**src/rtl/nvmc_pkg.sv**
```systemverilog
package nvmc_pkg;
  localparam int WORD_W = 32;
  localparam int HALF_W = WORD_W / 2;
  localparam int LEN_W  = 3;
  localparam int META_W = LEN_W + 2;
  localparam int DICT_N = 8;
  localparam int IDX_W  = $clog2(DICT_N);
  localparam int CNT_W  = $clog2(WORD_W + META_W + 1);

  typedef struct packed {
    logic [LEN_W-1:0] codeLen;
    logic             upper;
    logic             comp;
  } meta_t;

  typedef struct packed {
    logic capture;
    logic rdEn;
    logic wrEn;
    logic rspEn;
  } strobe_t;
endpackage

```
**src/rtl/nvmc_ctrl.sv**
```systemverilog
module nvmc_ctrl
  import nvmc_pkg::*;
(
  input  logic    clk,
  input  logic    rstN,
  input  logic    reqValid,
  input  logic    reqWrite,
  output logic    reqReady,
  output strobe_t stb
);
  typedef enum logic [1:0] {S_IDLE, S_READ, S_WRITE, S_RESP} state_e;
  state_e state;
  logic   opWrite;

  always_ff @(posedge clk) begin
    if (!rstN) begin
      state   <= S_IDLE;
      opWrite <= 1'b0;
    end else begin
      case (state)
        S_IDLE: if (reqValid) begin
          state   <= S_READ;
          opWrite <= reqWrite;
        end
        S_READ:  state <= opWrite ? S_WRITE : S_RESP;
        default: state <= S_IDLE;
      endcase
    end
  end

  assign reqReady    = (state == S_IDLE);
  assign stb.capture = (state == S_IDLE) && reqValid;
  assign stb.rdEn    = (state == S_READ);
  assign stb.wrEn    = (state == S_WRITE);
  assign stb.rspEn   = (state == S_RESP);

  // read cycle directly follows acceptance
  p_read_after_accept_r7: assert property (@(posedge clk) disable iff (!rstN)
    (reqValid && reqReady) |=> stb.rdEn);
  // a write request reaches the masked write two cycles after acceptance
  p_write_after_read_r7: assert property (@(posedge clk) disable iff (!rstN)
    (reqValid && reqReady && reqWrite) |=> ##1 stb.wrEn);
  // unit is idle again after the masked write
  p_ready_after_write_r7: assert property (@(posedge clk) disable iff (!rstN)
    stb.wrEn |=> reqReady);
endmodule

```
**src/rtl/nvmc_dpath.sv**
```systemverilog
module nvmc_dpath
  import nvmc_pkg::*;
#(
  parameter int ADDR_W = 6
) (
  input  logic              clk,
  input  logic              rstN,
  input  strobe_t           stb,
  input  logic              cfgWe,
  input  logic [IDX_W-1:0]  cfgIdx,
  input  logic [WORD_W-1:0] cfgVal,
  input  logic [ADDR_W-1:0] reqAddr,
  input  logic [WORD_W-1:0] reqData,
  output logic [ADDR_W-1:0] memAddr,
  input  logic [WORD_W-1:0] memRdData,
  input  logic [META_W-1:0] memRdMeta,
  output logic [WORD_W-1:0] memWrData,
  output logic [WORD_W-1:0] memWrMask,
  output logic [META_W-1:0] memMetaData,
  output logic [META_W-1:0] memMetaMask,
  output logic [CNT_W-1:0]  bitCount,
  output logic [WORD_W-1:0] rspData
);
  localparam logic [IDX_W-1:0] LAST_IDX = IDX_W'(DICT_N - 1);
  localparam logic [LEN_W-1:0] MAX_LEN  = LEN_W'(DICT_N - 1);

  logic [WORD_W-1:0] dict [DICT_N];
  logic [ADDR_W-1:0] addrQ;
  logic [WORD_W-1:0] dataQ;

  always_ff @(posedge clk) begin
    if (!rstN) begin
      for (int i = 0; i < DICT_N; i++) dict[i] <= '0;
    end else if (cfgWe) begin
      dict[cfgIdx] <= cfgVal;
    end
  end

  always_ff @(posedge clk) begin
    if (!rstN) begin
      addrQ <= '0;
      dataQ <= '0;
    end else if (stb.capture) begin
      addrQ <= reqAddr;
      dataQ <= reqData;
    end
  end

  assign memAddr = addrQ;

  // dictionary match, one comparator per entry
  logic [DICT_N-1:0] hitVec;
  for (genvar g = 0; g < DICT_N; g++) begin : g_match
    assign hitVec[g] = (dict[g] == dataQ);
  end

  logic             hit;
  logic [IDX_W-1:0] hitIdx;
  always_comb begin
    hit    = 1'b0;
    hitIdx = '0;
    for (int i = DICT_N - 1; i >= 0; i--) begin
      if (hitVec[i]) begin
        hit    = 1'b1;
        hitIdx = IDX_W'(i);
      end
    end
  end

  // new image and metadata
  meta_t             oldMeta, newMeta;
  logic [HALF_W-1:0] payload;
  logic [WORD_W-1:0] newImg;

  assign oldMeta = meta_t'(memRdMeta);

  always_comb begin
    payload = (hitIdx == LAST_IDX) ? '0 : HALF_W'(1);
    newMeta = oldMeta;
    newImg  = dataQ;
    if (hit) begin
      newMeta.comp    = 1'b1;
      newMeta.upper   = ~oldMeta.upper;
      newMeta.codeLen = (hitIdx == LAST_IDX) ? MAX_LEN : LEN_W'(hitIdx) + LEN_W'(1);
      newImg = newMeta.upper ? {payload, memRdData[HALF_W-1:0]}
                             : {memRdData[WORD_W-1:HALF_W], payload};
    end else begin
      newMeta.comp    = 1'b0;
      newMeta.codeLen = '0;
    end
  end

  assign memWrData   = newImg;
  assign memMetaData = newMeta;
  assign memWrMask   = newImg ^ memRdData;
  assign memMetaMask = newMeta ^ oldMeta;

  always_comb begin
    bitCount = '0;
    for (int i = 0; i < WORD_W; i++) bitCount = bitCount + CNT_W'(memWrMask[i]);
    for (int i = 0; i < META_W; i++) bitCount = bitCount + CNT_W'(memMetaMask[i]);
  end

  // read decode: length picks the entry, payload bit 0 splits the two longest codes
  logic [HALF_W-1:0] rdPayload;
  logic [IDX_W-1:0]  decIdx;
  always_comb begin
    rdPayload = oldMeta.upper ? memRdData[WORD_W-1:HALF_W] : memRdData[HALF_W-1:0];
    if (oldMeta.codeLen == MAX_LEN)
      decIdx = rdPayload[0] ? LAST_IDX - IDX_W'(1) : LAST_IDX;
    else
      decIdx = IDX_W'(oldMeta.codeLen - LEN_W'(1));
    rspData = oldMeta.comp ? dict[decIdx] : memRdData;
  end

  // compressed writes flip placement
  p_place_flip_r4: assert property (@(posedge clk) disable iff (!rstN)
    (stb.wrEn && memMetaData[0]) |-> (memMetaData[1] != memRdMeta[1]));
  // idle half of a compressed word carries no program enables
  p_idle_half_quiet_r5: assert property (@(posedge clk) disable iff (!rstN)
    (stb.wrEn && memMetaData[0]) |->
      (memMetaData[1] ? (memWrMask[HALF_W-1:0] == '0) : (memWrMask[WORD_W-1:HALF_W] == '0)));
  // raw writes store the request word and keep placement
  p_raw_store_r2: assert property (@(posedge clk) disable iff (!rstN)
    (stb.wrEn && !memMetaData[0]) |->
      (memWrData == dataQ && memMetaData[4:2] == '0 && memMetaData[1] == memRdMeta[1]));
  // a compressed code never has length zero
  p_len_nonzero_r1: assert property (@(posedge clk) disable iff (!rstN)
    (stb.wrEn && memMetaData[0]) |-> (memMetaData[4:2] != '0));
endmodule

```
**src/rtl/nvm_cwrite_unit.sv**
```systemverilog
module nvm_cwrite_unit
  import nvmc_pkg::*;
#(
  parameter int ADDR_W = 6
) (
  input  logic              clk,
  input  logic              rstN,
  input  logic              cfgWe,
  input  logic [IDX_W-1:0]  cfgIdx,
  input  logic [WORD_W-1:0] cfgVal,
  input  logic              reqValid,
  input  logic              reqWrite,
  input  logic [ADDR_W-1:0] reqAddr,
  input  logic [WORD_W-1:0] reqData,
  output logic              reqReady,
  output logic              rspValid,
  output logic [WORD_W-1:0] rspData,
  output logic              memRdEn,
  output logic [ADDR_W-1:0] memAddr,
  input  logic [WORD_W-1:0] memRdData,
  input  logic [META_W-1:0] memRdMeta,
  output logic              memWrEn,
  output logic [WORD_W-1:0] memWrData,
  output logic [WORD_W-1:0] memWrMask,
  output logic [META_W-1:0] memMetaData,
  output logic [META_W-1:0] memMetaMask,
  output logic [CNT_W-1:0]  bitCount
);
  strobe_t stb;

  nvmc_ctrl uCtrl (
    .clk      (clk),
    .rstN     (rstN),
    .reqValid (reqValid),
    .reqWrite (reqWrite),
    .reqReady (reqReady),
    .stb      (stb)
  );

  nvmc_dpath #(.ADDR_W(ADDR_W)) uDpath (
    .clk         (clk),
    .rstN        (rstN),
    .stb         (stb),
    .cfgWe       (cfgWe),
    .cfgIdx      (cfgIdx),
    .cfgVal      (cfgVal),
    .reqAddr     (reqAddr),
    .reqData     (reqData),
    .memAddr     (memAddr),
    .memRdData   (memRdData),
    .memRdMeta   (memRdMeta),
    .memWrData   (memWrData),
    .memWrMask   (memWrMask),
    .memMetaData (memMetaData),
    .memMetaMask (memMetaMask),
    .bitCount    (bitCount),
    .rspData     (rspData)
  );

  assign memRdEn  = stb.rdEn;
  assign memWrEn  = stb.wrEn;
  assign rspValid = stb.rspEn;
endmodule

```
**config.mk**
```make
export PLATFORM = sky130hd
export DESIGN_NAME = nvm_cwrite_unit
export DESIGN_NICKNAME = d
export VERILOG_FILES = /design/src/rtl/nvmc_pkg.sv /design/src/rtl/nvmc_ctrl.sv /design/src/rtl/nvmc_dpath.sv /design/src/rtl/nvm_cwrite_unit.sv
export SDC_FILE = /design/constraint.sdc
export NUM_CORES = 1
export LEC_CHECK = 0
export BUFFER_PORTS_ARGS = -buffer_cell sky130_fd_sc_hd__buf_4
export CORE_AREA = 2 2 221 223
export DETAILED_ROUTE_END_ITERATION = 8
export DIE_AREA = 0 0 223 225
export SYNTH_ARGS = -nofsm -noshare
export SYNTH_HDL_FRONTEND = slang
export SYNTH_SLANG_ARGS = --single-unit
```
**constraint.sdc**
```tcl
create_clock -name clk -period 8.92 [get_ports clk]
set_input_delay 0 -clock clk [delete_from_list [all_inputs] [get_ports clk]]
set_output_delay 0 -clock clk [all_outputs]
set_load 0.02 [all_outputs]
```
# Yosys cells after proc, flatten, opt, wreduce, memory -nomap -nowiden
# Memory sizes are Yosys's and may differ from the RTL's.
# Index checks and enable logic that the tools add are counted.
# word_totals
memories,1
ram_bits,256
out_inout_bits,122
elab_cells,101
ff_bits,41
# op_classes
muxes,37
reduce_logical,4
bitwise,3
n_eq_ne,14
add_sub_neg,38
# memory_table
name,words,width,rd,rd_ports_with_merged_regs,wr,line_no,source
uDpath.dict,8,32,9,0,8,nvmc_dpath.sv:27,logic [WORD_W-1:0] dict [DICT_N];
# op_table
operator,n
$eq A32 B32 Y1,8
$add A6 B1 Y6,35
$mux W32,4
$mux W3,12
$reduce_or A32 Y1,1
$xor A32 B32 Y32,1
$mux W1,19
$eq A3 B3 Y1 const B,2
$xor A5 B5 Y5,1
$eq A2 B2 Y1 const B,2
$pmux W2 S2,1
$add A3 B1 Y3 const B,1
$sub A3 B1 Y3 const B,1
$add A1 B1 Y2,1
$eq A2 B1 Y1 const B,1
$logic_not A2 Y1,1
$mux W2,1
$ne A2 B2 Y1 const B,1
$reduce_and A2 Y1,1
$logic_and A1 B1 Y1,1
$not A1 Y1,1

# Logic depth before layout (Yosys ltp)
# Gate-level depths: netlist of run 1.
# An unclocked memory read counts as a cell.
# logic_depth
depth_word,51
mapped_depth,30
mapped_depth_nobuf,28

# Hierarchy
# Synthesis of run 1 repeated with hierarchy kept, for this count alone.
# hier_totals
cells_unflattened,1600
area_unflattened_um2,18761.7
# modules_own_cells
module,n_inst,cells_each,area_each_um2,seq_area_each_um2
nvmc_dpath,1,1583,18619.1,8448.1
nvmc_ctrl,1,17,142.6,60.1

# Worst setup path before layout of run 1
# No wires, ideal clock.
# synth_path
path_kind,reg-to-output
startpoint,register uDpath.dataQ[5]
endpoint,output bitCount[4]
setup_slack_ps,1941
arrival_ps,6979
stages_incl_launch_ff,30
path_cell_list,dfxtp_1 > buf_6 > xnor2_1 > nand4_1 > nor4_1 > nand4_1 > a211o_1 > a31oi_1 > nor2_1 > ha_1 > and2_0 > clkbuf_1 > and4_1 > a211o_1 > ha_1 > inv_1 > fa_1 > fa_1 > fa_1 > fa_1 > fa_1 > fa_1 > inv_1 > ha_1 > inv_1 > fa_1 > inv_1 > a21o_1 > a21oi_1 > xor2_1
# synth_via
elab_chain_cells,50
elab_cells_between_ends,71
classes_between,add/sub (37); eq/ne (9); mux (23); bitwise (2)
# synth_rtl
element,line_no,source
"start, declared",nvmc_dpath.sv:29,logic [WORD_W-1:0] dataQ;
"start signal, assigned",nvmc_dpath.sv:45,dataQ <= reqData;
$eq A32 B32 Y1,nvmc_dpath.sv:54,assign hitVec[g] = (dict[g] == dataQ);
$mux W3 (8 in a row),nvmc_dpath.sv:63,if (hitVec[i]) begin
$eq A3 B3 Y1,nvmc_dpath.sv:78,payload = (hitIdx == LAST_IDX) ? '0 : HALF_W'(1);
$mux W1,nvmc_dpath.sv:78,
$mux W32,nvmc_dpath.sv:85,"newImg = newMeta.upper ? {payload, memRdData[HALF_W-1:0]}"
$mux W32 (*),nvmc_dpath.sv:81,if (hit) begin
$xor A32 B32 Y32 (*),nvmc_dpath.sv:95,assign memWrMask = newImg ^ memRdData;
via memWrMask[0],nvm_cwrite_unit.sv:24,"output logic [WORD_W-1:0] memWrMask,"
$add A1 B1 Y2 (*),nvmc_dpath.sv:100,for (int i = 0; i < WORD_W; i++) bitCount = bitCount + CNT_W'(memWrMask[i]);
$add A6 B1 Y6 (*) (30 in a row),nvmc_dpath.sv:100,
$add A6 B1 Y6 (*) (5 in a row),nvmc_dpath.sv:101,for (int i = 0; i < META_W; i++) bitCount = bitCount + CNT_W'(memMetaMask[i]);
"end, declared",nvm_cwrite_unit.sv:27,output logic [CNT_W-1:0] bitCount
# Mark *: on every way through the listed nets, which the timed path passes. The rest lies on a longest branch.

# Final worst setup path of run 1
# layout_path
startpoint,register uDpath.dataQ[0]
endpoint,output bitCount[4]
# layout_via
elab_chain_cells,50
elab_cells_between_ends,71
classes_between,add/sub (37); eq/ne (9); mux (23); bitwise (2)
# layout_rtl
element,line_no
$eq A32 B32 Y1,nvmc_dpath.sv:54
$mux W3 (8 in a row),nvmc_dpath.sv:63
$eq A3 B3 Y1,"nvmc_dpath.sv:78, nvmc_dpath.sv:84"
$mux W1,nvmc_dpath.sv:78
$mux W32,nvmc_dpath.sv:85
$mux W32,nvmc_dpath.sv:81
$xor A32 B32 Y32,nvmc_dpath.sv:95
$add A1 B1 Y2,nvmc_dpath.sv:100
$add A6 B1 Y6 (30 in a row),nvmc_dpath.sv:100
$add A6 B1 Y6 (4 in a row),nvmc_dpath.sv:101
$add A6 B1 Y6 (*),nvmc_dpath.sv:101
# Every way passes the cells marked *; elsewhere a longest branch is shown, timed or not.

==> results of run 1 <==
-- flip-flops by register name, summed over array words and instances, names as in the netlist --
register	count
uCtrl.opWrite	1
uDpath.dict	256
uCtrl.state	2
uDpath.dataQ	32
uDpath.memAddr	6
-- per-layer routing --
layer / track usage [%] / share of wire (%)
met1: 40.9 / 42
met2: 46.0 / 45
met3: 5.75 / 9.0
met4: 12.6 / 4.5
met5: 0 / 0.012
-- synth_stat cells, types with 25 or more instances --
master / instances
o21ai_0: 37
nand4_1: 27
xnor2_1: 66
mux4_2: 64
a21boi_0: 39
fa_1: 29
a22oi_1: 25
mux2i_1: 63
a22o_1: 25
nor4_1: 56
xor2_1: 203
clkbuf_1: 55
nor2b_1: 29
inv_1: 36
and2_1: 260
a21oi_1: 35
nand2_1: 142
dfxtp_1: 41
nor2_1: 52
edfxtp_1: 256
-- worst max path at each step --
stage | startpoint | endpoint | depth (start not counted)
2_1_floorplan | uDpath.dataQ[5]$_SDFFE_PN0P_ | bitCount[4] | 29
3_3_place_gp | uDpath.dataQ[19]$_SDFFE_PN0P_ | bitCount[4] | 29
3_5_place_dp | uDpath.dataQ[19]$_SDFFE_PN0P_ | bitCount[4] | 29
4_1_cts | uDpath.dataQ[19]$_SDFFE_PN0P_ | bitCount[4] | 29
5_1_grt | uDpath.dataQ[23]$_SDFFE_PN0P_ | bitCount[4] | 29
6_report | uDpath.dataQ[0]$_SDFFE_PN0P_ | bitCount[4] | 28
-- metrics by stage --
stage | area (µm²) | instances | setup slack [ns] | power (mW) | utilization (%)
after CTS | 23100 | 2572 | 0.231 | 5.49 | 48.7
final | 23100 | 2573 | 0.281 | 5.48 | 48.7
after global placement | 21300 | 2438 | 0.864 | 4.00 | 44.7
after global routing | 23100 | 2573 | 0.00205 | 5.72 | 48.7
after floorplan | 19000 | 1662 | 1.94 | 3.10 | -
after detailed placement | 21300 | 2438 | 0.863 | 4.00 | 44.7
-- where the power goes --
| group | total [mW] | internal [mW] | switching [mW] |
|---|---|---|---|
| sequential | 1.71 | 1.60 | 0.112 |
| clock | 1.48 | 0.865 | 0.613 |
| combinational | 2.29 | 0.987 | 1.31 |
-- logic make-up (layout without fill, tap and decap cells) --
group,count (synthesis),after routing
compound gates,179,179
buf+inv,159,454
fa+ha+maj,41,41
mux,132,132
xor+xnor,269,269
other cells,0,1
simple gates,585,585
flops,297,297
-- cell type report --
class / count / area (µm²)
Antenna cell: 1 / 2.50
Clock buffer: 47 / 983
Clock inverter: 16 / 165
Fill cell: 4318 / 24400
Inverter: 38 / 145
Multi-Input combinational cell: 1206 / 9740
Sequential cell: 297 / 8510
Tap cell: 615 / 769
Timing Repair Buffer: 353 / 2830
-- what timing repair did --
action                     4_1_cts  5_1_grt
hold buffers                    71        0
buffers inserted                 0        0
hold endpoints to repair       295        0
gates resized for setup          0        1
setup endpoints to repair        0        1
==> out/results.ini, run 1 <==
[grt]
grt_pass1_vias = 14174
grt.total_usage_pct = 29.7
antenna_found_initial = 4
grt_pass1_wl_um = 105000
grt_max_degree = 66
gr-total-overflow = 0

[clock_network]
clkLatencyLatePin_ns = 0.57
cts_buffers = 36
clock-root-buffer = clkbuf_16
cts_tree = built
cts_buffer_depth = 3
clkTransAtPathRegs_ns = 0.06
clock_sinks = 297
cts-htree-levels = 2

[critical_path]
cp.required_ns = 8.92
r2r-end = uDpath.dataQ[11]$_SDFFE_PN0P_
cp-end-kind = output port
worstPathMaxFanout = 11
startpoint_type = register
r2r_setup_slack_ns = 6.77
rr_startpoint = uCtrl.state[1]$_SDFFE_PN0P_
critical_path_class = register to output port
crit_slowest_cell = dfxtp_1
arrival_ns = 8.64
cp_num_buf_inv = 5
critical-path-top-delay-family = adder cells
reg2regPathDepth = 5
slowest_delay_ns = 0.76
path_common_cell = fa_1

[finish]
final_nets = 2088
final_common_cell = buf_4
synthToLayoutAreaGrowth_pct = 22.0
final_cell_mix = 282 x buf_4, 260 x and2_1, 256 x edfxtp_1
layout-drive-gt1-share_pct = 21.7

[placement]
portBuffers = 236
gp_routability_congestion = 1.02
hpwlAfterDp_um = 55000

[routing]
wl_um = 75400
via_per_inst = 5.71
via_count = 14686
ant_nets = 0
wl_per_cell_um = 29.3
dr.pass1.iters = 5
drc = 0
first_iter_violations = 2208

[sta]
finalSetupTns_ns = 0
max_freq_mhz = 116
fin_crit_ns = 8.64
relSlewSlack_pct = 32.9
hold_violations = 0
period_share_pct = 96.9
hold_ws_ns = 0.0561
rsz0062_at_grt = no
worst_pin_slew_ns = 1.00
final_max_slew_viol_count = 0
setup_violations = 0
skew_ns = 0.0173

[logic_synthesis]
synth_edf_count = 256
synth_nets = 1818
synthXorXnorAreaFrac_pct = 12.4
yosys.area.top_type_share_pct = 40.5
synth_area_per_cell_um2 = 11.4
postSynth.asyncResetShare_pct = 0
syn_area_mm2 = 0.0190
ys_seq_area_share_pct = 44.8
synthAdderAreaFrac_pct = 3.85
yosys_register_bits = 297
synthCells = 1662
yosys-top-cells-area = edfxtp_1 41%, xor2_1 9.4%, and2_1 8.6%, mux4_2 7.6%, dfxtp_1 4.3%
ys.warnings.count = 0
synth_top_family_by_area = simple AND/OR/NAND/NOR gates
synth-main-ff-cell = edfxtp_1
synth_cell_types = 49
synth_simple_gate_area_share_pct = 16.9
synth_area_leader_cell = edfxtp_1
synth_compound_area_share_pct = 6.33
synthMuxAreaShare_pct = 11.2

[floorplan]
die_x_um = 223
core_area_mm2 = 0.0475
start_util_pct = 39.9
die_height_um = 225
num_rows = 80
io-pin-count = 237
die_area_mm2 = 0.0502

[min_path]
whs_endpoint = uCtrl.state[0]$_SDFFE_PN0P_
min_from = rstN
worst_hold_path.num_cells = 2
hold_path.class = input pin to register

[power_and_ir_drop]
p_per_area_mw_per_mm2 = 237
p_leak_nw = 9.20
peakVddDrop_mv = 0.542

[job]
cap_violations = 0

[run_status]
status = finished, final reports clean

(Power assumes the default switching activity.)
==> run 2: changes to the inputs <==
CORE_AREA = 2 2 202 204   (was 2 2 221 223)
DIE_AREA = 0 0 204 206   (was 0 0 223 225)
PLACE_DENSITY = 0.68   (was default)
clock period = 10.25 ns   (was 8.92 ns; I/O delays follow)
==> run 2 against run 1 <==
Against the previous run: power decreased by 13%; worst hold slack improved by 0.0076 ns; final cell count down 4.0%; sequential cell count unchanged; sequential power down 12%; routed wire length fell by 6.1%; clock skew fell by 0.0096 ns; critical path type unchanged; critical endpoint unchanged.
==> out/results.ini, run 2 (synthesis gave the netlist of run 1 again) <==
[run_status]
status = finished, final reports clean

[critical_path]
rr_startpoint = uCtrl.state[1]$_SDFFE_PN0P_
r2r-end = uDpath.dataQ[24]$_SDFFE_PN0P_
startpoint_type = register
worstPathMaxFanout = 58
slowest_delay_ns = 0.71
cp-end-kind = output port
reg2regPathDepth = 5
arrival_ns = 9.10
worst-path-stages = 26
cp.required_ns = 10.25
crit_slowest_cell = nor4_1
critical-path-top-delay-family = adder cells
critical_path_class = register to output port
path_common_cell = fa_1
r2r_setup_slack_ns = 8.35
cp_num_buf_inv = 6

[grt]
grt_pass1_wl_um = 100000
grt.total_usage_pct = 33.5
gr-total-overflow = 0
grt_pass1_vias = 14115
antenna_found_initial = 1
grt_max_degree = 66

[power_and_ir_drop]
total_power_mw = 4.77
peakVddDrop_mv = 0.347
p_per_area_mw_per_mm2 = 208
p_leak_nw = 9.11

[min_path]
min_from = rstN
worst_hold_path.num_cells = 2
whs_endpoint = uCtrl.state[0]$_SDFFE_PN0P_
hold_path.class = input pin to register

[finish]
antenna_cells = 0
largest_reg_flops = 256
final_nets = 2069
fin_area_mm2 = 0.0229
final_cell_mix = 265 x buf_4, 260 x and2_1, 256 x edfxtp_1
num-fill-cells = 3399
synthToLayoutAreaGrowth_pct = 20.6
final_cells = 2471
largest-register = uDpath.dict
layout-drive-gt1-share_pct = 20.8
final_common_cell = buf_4

[sta]
rsz0062_at_grt = no
period_share_pct = 88.8
skew_ns = 0.00770
worst_pin_slew_ns = 0.967
setup_violations = 0
worst_slack_ns = 1.15
hold_violations = 0
finalSetupTns_ns = 0
relSlewSlack_pct = 35.3
max_freq_mhz = 110
final_max_slew_viol_count = 0
fin_crit_ns = 9.10

[placement]
hpwlAfterDp_um = 51800
place_area_mm2 = 0.0210
dp.cells = 2338
gp_routability_congestion = 1.03
portBuffers = 236
dp_slack_ns = 1.92

[job]
cap_violations = 0

[floorplan]
die_x_um = 204
start_util_pct = 47.2
die_height_um = 206
num_rows = 74
io-pin-count = 237
die_area_mm2 = 0.0420
core_area_mm2 = 0.0402

[routing]
dr.pass1.iters = 7
wl_um = 70800
ant_nets = 0
drc = 0
via_per_inst = 5.85
wl_per_cell_um = 28.7
via_count = 14454
first_iter_violations = 1617

[clock_network]
cts_buffers = 34
cts-resized-gates = 0
clock-root-buffer = clkbuf_16
cts-htree-levels = 2
cts_hold_buf = 71
cts_buffer_depth = 3
postCtsSetupBuffers = 0
clock_sinks = 297
cts_tree = built
clkTransAtPathRegs_ns = 0.06
clkLatencyLatePin_ns = 0.53

==> run 2: worst max path at each step <==
| stage | startpoint | slack, ns | end |
|---|---|---|---|
| after floorplan | uDpath.dataQ[5]$_SDFFE_PN0P_ | 3.27 | bitCount[4] |
| after global placement | uDpath.dataQ[2]$_SDFFE_PN0P_ | 1.96 | bitCount[4] |
| after detailed placement | uDpath.dataQ[2]$_SDFFE_PN0P_ | 1.92 | bitCount[4] |
| after CTS | uDpath.dataQ[2]$_SDFFE_PN0P_ | 1.34 | bitCount[4] |
| after global routing | uDpath.dataQ[2]$_SDFFE_PN0P_ | 0.98 | bitCount[4] |
| final | uDpath.dataQ[2]$_SDFFE_PN0P_ | 1.15 | bitCount[4] |
==> run 2: final cells by class <==
| cell class | instances | area [µm²] | share of cell area, % |
|---|---|---|---|
| Tap cell | 532 | 666 | 2.91 |
| Sequential cell | 297 | 8510 | 37.2 |
| Inverter | 38 | 145 | 0.634 |
| Clock inverter | 12 | 158 | 0.689 |
| Timing Repair Buffer | 336 | 2700 | 11.8 |
| Multi-Input combinational cell | 1206 | 9730 | 42.5 |
| Clock buffer | 50 | 985 | 4.30 |
==> run 2: stage by stage <==
stage | hold slack (ns) | utilization (%)
finish | 0.0637 | 57.0
global route | 0.0687 | 57.0
CTS | 0.0655 | 57.0
detailed placement | 0.272 | 52.3
global placement | 0.267 | 52.3
floorplan | 0.145 | -
==> run 2: metal layers <==
metal / track usage (%) / wire, µm / part of all wire [%] / vias up
li1: - / - / - / 6335
met1: 46.3 / 28700 / 41 / 7106
met2: 51.7 / 31400 / 44 / 871
met3: 6.45 / 7440 / 11 / 142
met4: 14.5 / 3240 / 4.6 / 0
met5: 0 / 0 / 0 / -
==> run 2: report_power, final <==
part / switching, mW / leakage [nW] / internal, mW
clock: 0.504 / 0.560 / 0.768
sequential: 0.105 / 2.79 / 1.39
combinational: 1.14 / 5.76 / 0.859
total: 1.75 / 9.11 / 3.02
